===== config.mk =====
export PLATFORM = sky130hd
export DESIGN_NAME = flash_tick_divider
export DESIGN_NICKNAME = d
export VERILOG_FILES = /design/src/rtl/flash_div_pkg.sv /design/src/rtl/fdiv_write_gate.sv /design/src/rtl/fdiv_ctl_reg.sv /design/src/rtl/fdiv_tick_gen.sv /design/src/rtl/flash_tick_divider.sv
export SDC_FILE = /design/constraint.sdc
export NUM_CORES = 1
export LEC_CHECK = 0
export ABC_CLOCK_PERIOD_IN_PS = 1500
export CAP_MARGIN = 0
export CELL_PAD_IN_SITES_DETAIL_PLACEMENT = 1
export CELL_PAD_IN_SITES_GLOBAL_PLACEMENT = 1
export CORE_UTILIZATION = 40
export DETAILED_ROUTE_END_ITERATION = 6
export DONT_BUFFER_PORTS = 1
export PLACE_DENSITY_LB_ADDON = 0.1
export SLEW_MARGIN = 0
export SYNTH_ARGS = -nofsm -noshare
export SYNTH_HDL_FRONTEND = slang
export SYNTH_HIERARCHICAL = 1
export SYNTH_SLANG_ARGS = --single-unit

===== constraint.sdc =====
create_clock -name clk_i -period 1.5 [get_ports clk_i]
set_input_delay 0.075 -clock clk_i [delete_from_list [all_inputs] [get_ports clk_i]]
set_output_delay 0.075 -clock clk_i [all_outputs]
set_load 0.05 [all_outputs]

===== src/rtl/flash_div_pkg.sv =====
package flash_div_pkg;
  localparam int unsigned DIV_W = 7;
  localparam int unsigned REG_W = DIV_W + 1;

  typedef logic [DIV_W-1:0] div_t;

  typedef struct packed {
    logic loaded;
    div_t div;
  } ctl_reg_t;
endpackage


===== src/rtl/fdiv_write_gate.sv =====
module fdiv_write_gate (
  input  logic wr_en_i,
  input  logic addr_hit_i,
  input  logic cmd_busy_i,
  input  logic rst_seq_i,
  input  logic loaded_i,
  output logic accept_o
);
  logic permit;

  // busy blocks writes except while the reset sequence runs
  assign permit   = !cmd_busy_i || rst_seq_i;
  assign accept_o = wr_en_i && addr_hit_i && permit && !loaded_i;
endmodule


===== src/rtl/fdiv_ctl_reg.sv =====
module fdiv_ctl_reg
  import flash_div_pkg::*;
(
  input  logic     clk_i,
  input  logic     rst_ni,
  input  logic     load_i,
  input  div_t     div_i,
  output ctl_reg_t reg_o
);
  ctl_reg_t reg_q;

  always_ff @(posedge clk_i or negedge rst_ni) begin
    if (!rst_ni) begin
      reg_q <= '0;
    end else if (load_i) begin
      reg_q.loaded <= 1'b1;
      reg_q.div    <= div_i;
    end
  end

  assign reg_o = reg_q;
endmodule


===== src/rtl/fdiv_tick_gen.sv =====
module fdiv_tick_gen
  import flash_div_pkg::*;
(
  input  logic clk_i,
  input  logic rst_ni,
  input  logic restart_i,
  input  logic run_i,
  input  div_t div_i,
  output logic tick_o
);
  div_t cnt_q;
  logic at_end;

  assign at_end = (cnt_q == div_i);

  always_ff @(posedge clk_i or negedge rst_ni) begin
    if (!rst_ni) begin
      cnt_q <= '0;
    end else if (restart_i || !run_i || at_end) begin
      cnt_q <= '0;
    end else begin
      cnt_q <= cnt_q + div_t'(1);
    end
  end

  assign tick_o = run_i && at_end;
endmodule


===== src/rtl/flash_tick_divider.sv =====
module flash_tick_divider
  import flash_div_pkg::*;
#(
  parameter int unsigned ADDR_W     = 4,
  parameter int unsigned REG_OFFSET = 0
) (
  input  logic              clk_i,
  input  logic              rst_ni,
  input  logic [ADDR_W-1:0] addr_i,
  input  logic              wr_en_i,
  input  logic [REG_W-1:0]  wdata_i,
  output logic [REG_W-1:0]  rdata_o,
  input  logic              cmd_busy_i,
  input  logic              rst_seq_i,
  output logic              tick_o,
  output logic              div_valid_o
);
  localparam logic [ADDR_W-1:0] RegAddr = ADDR_W'(REG_OFFSET);

  logic     addr_hit;
  logic     accept;
  ctl_reg_t ctl_q;
  logic     unused_wdata_msb;

  assign addr_hit         = (addr_i == RegAddr);
  assign unused_wdata_msb = wdata_i[REG_W-1];

  fdiv_write_gate gate_i (
    .wr_en_i    (wr_en_i),
    .addr_hit_i (addr_hit),
    .cmd_busy_i (cmd_busy_i),
    .rst_seq_i  (rst_seq_i),
    .loaded_i   (ctl_q.loaded),
    .accept_o   (accept)
  );

  fdiv_ctl_reg reg_i (
    .clk_i  (clk_i),
    .rst_ni (rst_ni),
    .load_i (accept),
    .div_i  (wdata_i[DIV_W-1:0]),
    .reg_o  (ctl_q)
  );

  fdiv_tick_gen tick_i (
    .clk_i     (clk_i),
    .rst_ni    (rst_ni),
    .restart_i (accept),
    .run_i     (ctl_q.loaded),
    .div_i     (ctl_q.div),
    .tick_o    (tick_o)
  );

  assign rdata_o     = addr_hit ? ctl_q : '0;
  assign div_valid_o = ctl_q.loaded;
endmodule


# == Word level (Yosys, flattened, before mapping) ==
# Cells that the tools add are included.
# classes
n_reduce_logical,10
n_eq_ne,1
mux,2
n_addsub,1
# op_table
operator,count
$mux 8,1
$add 7x1->7 const B,1
$eq 7x7->1,1
$mux 7,1
$logic_and 1x1->1,4
$logic_not 4->1,1
$logic_or 1x1->1,3
$logic_not 1->1,2
# word_totals
reg_bits,15
out_inout_bits,10
wordCells,17
inputBits,17

# == Longest topological paths before layout ==
# Gate-level depths: netlist (run 1).
# depth
word_depth,7
mapped_depth,6
mapped_depth_nobuf,6

# == Hierarchy ==
# The synthesis (run 1) kept the hierarchy.
# by_module_without_submodules
module,cells_per_inst,area_per_inst_um2,n_inst
fdiv_tick_gen,42,456.7,1
fdiv_ctl_reg,17,322.8,1
flash_tick_divider,9,71.3,1
fdiv_write_gate,3,27.5,1

# == Least setup slack after synthesis (run 1) ==
# No wires, ideal clock.
# synth_timing
path_type,register to output
start,register reg_i.reg_q (netlist bit reg_i/reg_o[6])
end,output port tick_o
path_buffers,0
stages_incl_launch_ff,4
path_slack_ns,-0.079
required_ns,1.425
arrival_time_ns,1.504
cell_sequence,dfrtp_1 xor2_2 nor4_4 and3_1
# synth_between
elab_chain_len,2
# synth_rtl
item,line,source
start: declaration,fdiv_ctl_reg.sv:10,ctl_reg_t reg_q;
$eq 7x7->1,fdiv_tick_gen.sv:14,assign at_end = (cnt_q == div_i);
$logic_and 1x1->1,fdiv_tick_gen.sv:26,assign tick_o = run_i && at_end;
end: declaration,flash_tick_divider.sv:15,"output logic tick_o,"
# Every way passes these cells.

# == Final worst setup path (run 1) ==
# layout_timing
start,register tick_i.cnt_q[6]
end,output port tick_o
# layout_between
elab_chain_len,2
# layout_rtl
item,line,source
start: declaration,fdiv_tick_gen.sv:11,div_t cnt_q;
start signal: assignment,fdiv_tick_gen.sv:22,cnt_q <= cnt_q + div_t'(1);
$eq 7x7->1,fdiv_tick_gen.sv:14,
$logic_and 1x1->1,fdiv_tick_gen.sv:26,
# Every way passes these cells.

==> results of run 1 <==
-- placed cells by master, fill, tap and decap left out, types with 2 or more instances in the layout --
cell type      instances
clkbuf_4               3
nor4_4                 2
a21oi_1                3
nand3_1                2
and2_1                 8
dfrtp_1               15
xor2_1                 8
a211oi_1               5
dlygate4sd3_1          8
and3_1                 3
nor3_2                 2
a31oi_1                2
mux2_4                 7
a2111o_1               2
buf_4                 16
-- registers in the layout (all words and copies together), names as in the netlist --
signal        cells
reg_i/reg_o       8
tick_i/cnt_q      7
-- power breakdown --
group / internal (uW) / switching, uW / leakage (uW)
combinational: 346 / 378 / 0.000326
sequential: 494 / 79.0 / 0.000196
clock: 102 / 148 / 0.0000139
total: 941 / 605 / 0.000536
-- worst paths after layout --
check | cells after the start | start | end
min in group asynchronous | 1 | rst_ni | reg_i/reg_o[6]
worst min register to register | 2 | tick_i/cnt_q[0] | tick_i/cnt_q[0]
worst max-delay path | 4 | tick_i/cnt_q[6] | tick_o
worst max register to register | 5 | tick_i/cnt_q[0] | tick_i/cnt_q[6]
max in group asynchronous | 1 | rst_ni | tick_i/cnt_q[2]
worst min-delay path | 3 | wr_en_i | reg_i/reg_o[7]
-- through the flow --
| stage | utilization [%] | hold WS (ps) |
|---|---|---|
| global route | 57.24 | 136.8 |
| finish | 57.24 | 123.3 |
| CTS | 56.19 | 119.1 |
| floorplan | - | -220.6 |
| detailed placement | 49.81 | -220.1 |
| global placement | 49.81 | -220.3 |
-- layer usage --
metal	part of all wire, %	up-vias	global-route usage [%]
li1	-	311	-
met1	45	329	24.90
met2	50	16	30.56
met3	3.1	4	2.492
met4	1.3	0	10.78
met5	0	-	0
-- Yosys cell counts --
cell,number
xor2_2,1
mux2_4,7
dfrtp_1,15
and3_1,4
and2_1,8
buf_2,1
a2111o_1,2
ha_1,1
nand2_1,1
nor4_4,2
buf_6,1
or2_1,1
xnor2_1,1
nor2b_4,1
nor3_2,2
a31oi_1,2
a211oi_1,5
a21oi_1,4
inv_1,1
nand2b_1,1
xor2_1,8
nand3_1,2
-- layout make-up --
type | count | area (um^2)
clock buffers | 3 | 22.52
clock inverters | 1 | 7.507
fillers | 219 | 864.6
inverters | 1 | 3.754
multi-input cells | 53 | 494.2
flip-flops and latches | 15 | 375.4
well taps | 27 | 33.78
repair buffers | 25 | 220.2
-- critical path, stage by stage, from the launching register on --
cell     delay (ps)
dfrtp_1         430
xor2_2          200
nor4_4          330
and3_4          250
buf_12          130
-- timing repair --
item | in CTS | in global routing
hold buffers | 8 | 0
pin swaps | 2 | 4
endpoints found under the hold margin | 22 | 0
setup buffers | 2 | 2
resized for setup | 1 | 2
setup endpoints to repair | 1 | 2
-- cells by family after synthesis --
group                      count (synthesis)  synth area share (%)
and+or+nand+nor                           22                 20.23
xor gates and xnor gates                  10                 10.83
AOI/OAI and AO/OA                         13                 10.54
muxes                                      7                 11.97
adders and majority gates                  1                 1.424
buffers and inverters                      3                 2.278
DFF                                       15                 42.74
==> flow_metrics.tcl, run 1 <==
set metrics [dict create \
    fin_tns_setup_ps -210.2 \
    synth.area.top_cells "dfrtp_1 (43%), mux2_4 (12%), xor2_1 (8.0%), and2_1 (5.7%), nor4_4 (4.8%)" \
    min-delay-path-class "in2reg" \
    leakagePower_uw 0.0005362 \
    period_share_pct 114.0 \
    total_power_uw 1546 \
    postRouteAntennaNets 0 \
    drive_above_1_share_pct 37.76 \
    ys_seq_area_share_pct 42.74 \
    antenna_found_initial 0 \
    finalClockSkew_ps 7.809 \
    nets 117 \
    grt_overflow_total 0 \
    synth_cells 71 \
    status "finished, violations left" \
    wl_per_cell_um 16.65 \
    place_congestion 0.6954 \
    placed_cells 109 \
    synth_top_area_share_pct 42.74 \
    numCtsBuffers 3 \
    die_w_um 48.86 \
    finalSetupViolations 1 \
    rsz0062_at_grt "true" \
    clkLatencyLatePin_ps 290 \
    die_area_mm2 0.002387 \
    post_dp_cell_area_mm2 0.001007 \
    drt-initial-drc-count 6 \
    first_pass_iters 3 \
    wl_mm 2.081 \
    grt_pass1_wl_mm 3.353 \
    fmax_ghz 0.5847 \
    root_buffer "clkbuf_4" \
    rows 16 \
    areaGrowthSynthToFinish_pct 31.77 \
    grt_usage_pct 19.12 \
    cp_data_required_time_ps 1420 \
    ys_types 22 \
    startpoint_type "flop" \
    diodes 0 \
    synth_area_leader_cell "dfrtp_1" \
    grt_max_degree 16 \
    die_h_um 48.86 \
    finalHoldViolations 0 \
    final_cells 125 \
    synth_nets 89 \
    cts.htree.levels 1 \
    vias_per_cell 5.280 \
    ys_ff_latch 15 \
    vias 660 \
    dp_slack_ps 106.9 \
    yosys_warnings 6 \
    reg2reg_slack_ps 80 \
    syn_area_per_cell_um2 12.37 \
    cap_violations 0 \
    port_buffers 0 \
    vdd_drop_max_v 0.001004 \
    dp_hpwl_mm 1.391 \
    worstMarginPinSlew_ps 693.8 \
    power_density_mw_per_mm2 1336 \
    fin_crit_ps 1710 \
    clkTransAtPathRegs_ps 100 \
    cts_tree "done" \
    failed_checks "negative setup slack" \
    cp_max_fo 3 \
    cp_data_arrival_time_ps 1640 \
    grt_pass1_vias 705 \
    clock_path_buffers 2 \
    core_mm2 0.002022 \
    io_pins 27 \
    relSlewSlack_pct 53.59 \
    design_area_mm2 0.001157 \
    cts.sinks 15 \
    endpoint_kind "output port" \
    fin_ws_ps -210.2 \
    syn_area_um2 878.3 \
    report.final.slew_viol_count 0 \
    start_util_pct 43.44 \
    remaining_drc_errors 0 \
    crit_type "reg2out" \
]
Power figures use the tool's default switching activity.
==> run 2: changes to the inputs <==
--- a/config.mk
+++ b/config.mk
@@ -9,10 +9,11 @@
 export CAP_MARGIN = 0
 export CELL_PAD_IN_SITES_DETAIL_PLACEMENT = 1
 export CELL_PAD_IN_SITES_GLOBAL_PLACEMENT = 1
-export CORE_UTILIZATION = 40
+export CORE_UTILIZATION = 47
 export DETAILED_ROUTE_END_ITERATION = 6
 export DONT_BUFFER_PORTS = 1
 export PLACE_DENSITY_LB_ADDON = 0.1
+export SKIP_CTS_REPAIR_TIMING = 1
 export SLEW_MARGIN = 0
 export SYNTH_ARGS = -nofsm -noshare
 export SYNTH_HDL_FRONTEND = slang
==> flow_metrics.tcl, run 2 (same netlist as run 1, synthesis figures left out) <==
set metrics [dict create \
    diodes 0 \
    vdd_drop_max_v 0.0009629 \
    design_area_mm2 0.001127 \
    wl_mm 2.221 \
    startpoint_type "flop" \
    cts.htree.levels 1 \
    crit_type "reg2out" \
    first_pass_iters 4 \
    worstMarginPinSlew_ps 735.1 \
    wl_per_cell_um 18.51 \
    endpoint_kind "output port" \
    die_h_um 45.23 \
    relSlewSlack_pct 50.83 \
    fmax_ghz 0.5936 \
    drive_above_1_share_pct 35.79 \
    finalClockSkew_ps 8.471 \
    cp_data_required_time_ps 1420 \
    dp_hpwl_mm 1.401 \
    status "finished, violations left" \
    grt_usage_pct 20.71 \
    dp_slack_ps 77.52 \
    antenna_found_initial 0 \
    rsz0062_at_grt "true" \
    final_cell_mix "buf_4 (13), dfrtp_1 (13), and2_1 (8), dlygate4sd3_1 (8), xor2_1 (8)" \
    cp_data_arrival_time_ps 1610 \
    numCtsBuffers 3 \
    die_w_um 45.23 \
    nets 114 \
    report.final.slew_viol_count 0 \
    port_buffers 0 \
    vias_per_cell 5.467 \
    place_congestion 0.7785 \
    post_dp_cell_area_um2 997.2 \
    areaGrowthSynthToFinish_pct 28.35 \
    drt-initial-drc-count 26 \
    grt_pass1_vias 603 \
    failed_checks "negative setup slack" \
    leakagePower_uw 0.0005180 \
    root_buffer "clkbuf_4" \
    remaining_drc_errors 0 \
    power_density_mw_per_mm2 1351 \
    cts.sinks 15 \
    total_power_uw 1523 \
    finalHoldViolations 0 \
    grt_overflow_total 0 \
    nFillCells 191 \
    cap_violations 0 \
    utilization_pct 64.59 \
    die_area_mm2 0.002046 \
    start_util_pct 50.32 \
    rows 15 \
    clock_path_buffers 2 \
    fin_crit_ps 1685 \
    clkLatencyLatePin_ps 290 \
    vias 656 \
    clkTransAtPathRegs_ps 100 \
    hold-worst-slack_ps 149.1 \
    min-delay-path-class "in2reg" \
    grt_pass1_wl_mm 2.898 \
    period_share_pct 112.3 \
    postRouteAntennaNets 0 \
    core_mm2 0.001745 \
    largest_reg_flops 8 \
    grt_max_degree 16 \
    finalSetupViolations 1 \
    io_pins 27 \
    cp_max_fo 2 \
    cts_tree "done" \
    fin_ws_ps -184.5 \
]
## run 2: cell types whose count changed in the layout (fill, tap and decap cells not counted)
cell	change
a21oi_1	+1
a21oi_2	-1
buf_4	-3
clkbuf_1	+1
clkinvlp_4	-1
dfrtp_1	-2
dfrtp_2	+2
## run 2: layer usage
metal  GRT usage [%]  routed length (um)  up-vias
li1                -                   -      304
met1           29.52                 986      326
met2           29.57                1147       24
met3           4.000                  75        2
met4           10.91                  12        0
met5               0                   0        -
## run 2: metrics by stage
step	setup TNS (ps)	instances
3_5_place_dp	0	106
6_report	-184.5	120
5_1_grt	-252.9	120
3_3_place_gp	0	106
2_1_floorplan	0	71
4_1_cts	-218.1	110
## run 2: worst max-delay path, stage by stage (launching register included)
cell	delay, ps
dfrtp_1	410
xor2_1	200
nor4_4	340
and3_4	240
buf_12	130
## run 2: area by class of cell
type | count | area [um^2] | share of cell area (%)
Multi-Input combinational cell | 53 | 490.5 | 43.51
Clock buffer | 4 | 26.28 | 2.331
Sequential cell | 15 | 377.9 | 33.52
Inverter | 1 | 3.754 | 0.3330
Tap cell | 25 | 31.28 | 2.775
Timing Repair Buffer | 22 | 197.7 | 17.54
## run 2: final timing paths
| path | from | end | slack, ps | cells past startpoint |
|---|---|---|---|---|
| worst max-delay path | reg_i/reg_o[2] | tick_o | -180 | 4 |
| worst min-delay path | wr_en_i | reg_i/reg_o[7] | 150 | 3 |
| worst max register to register | tick_i/cnt_q[0] | tick_i/cnt_q[6] | 60 | 4 |
| worst min register to register | tick_i/cnt_q[0] | tick_i/cnt_q[0] | 550 | 1 |
| max in group asynchronous | rst_ni | tick_i/cnt_q[6] | 700 | 1 |
| min in group asynchronous | rst_ni | reg_i/reg_o[2] | 280 | 1 |
## run 2: report_power, final
part	leakage [uW]	internal [uW]	switching, uW
registers	0.000193	495	87.1
clock network	0.0000150	103	138
logic	0.000310	330	371
total	0.000518	928	595
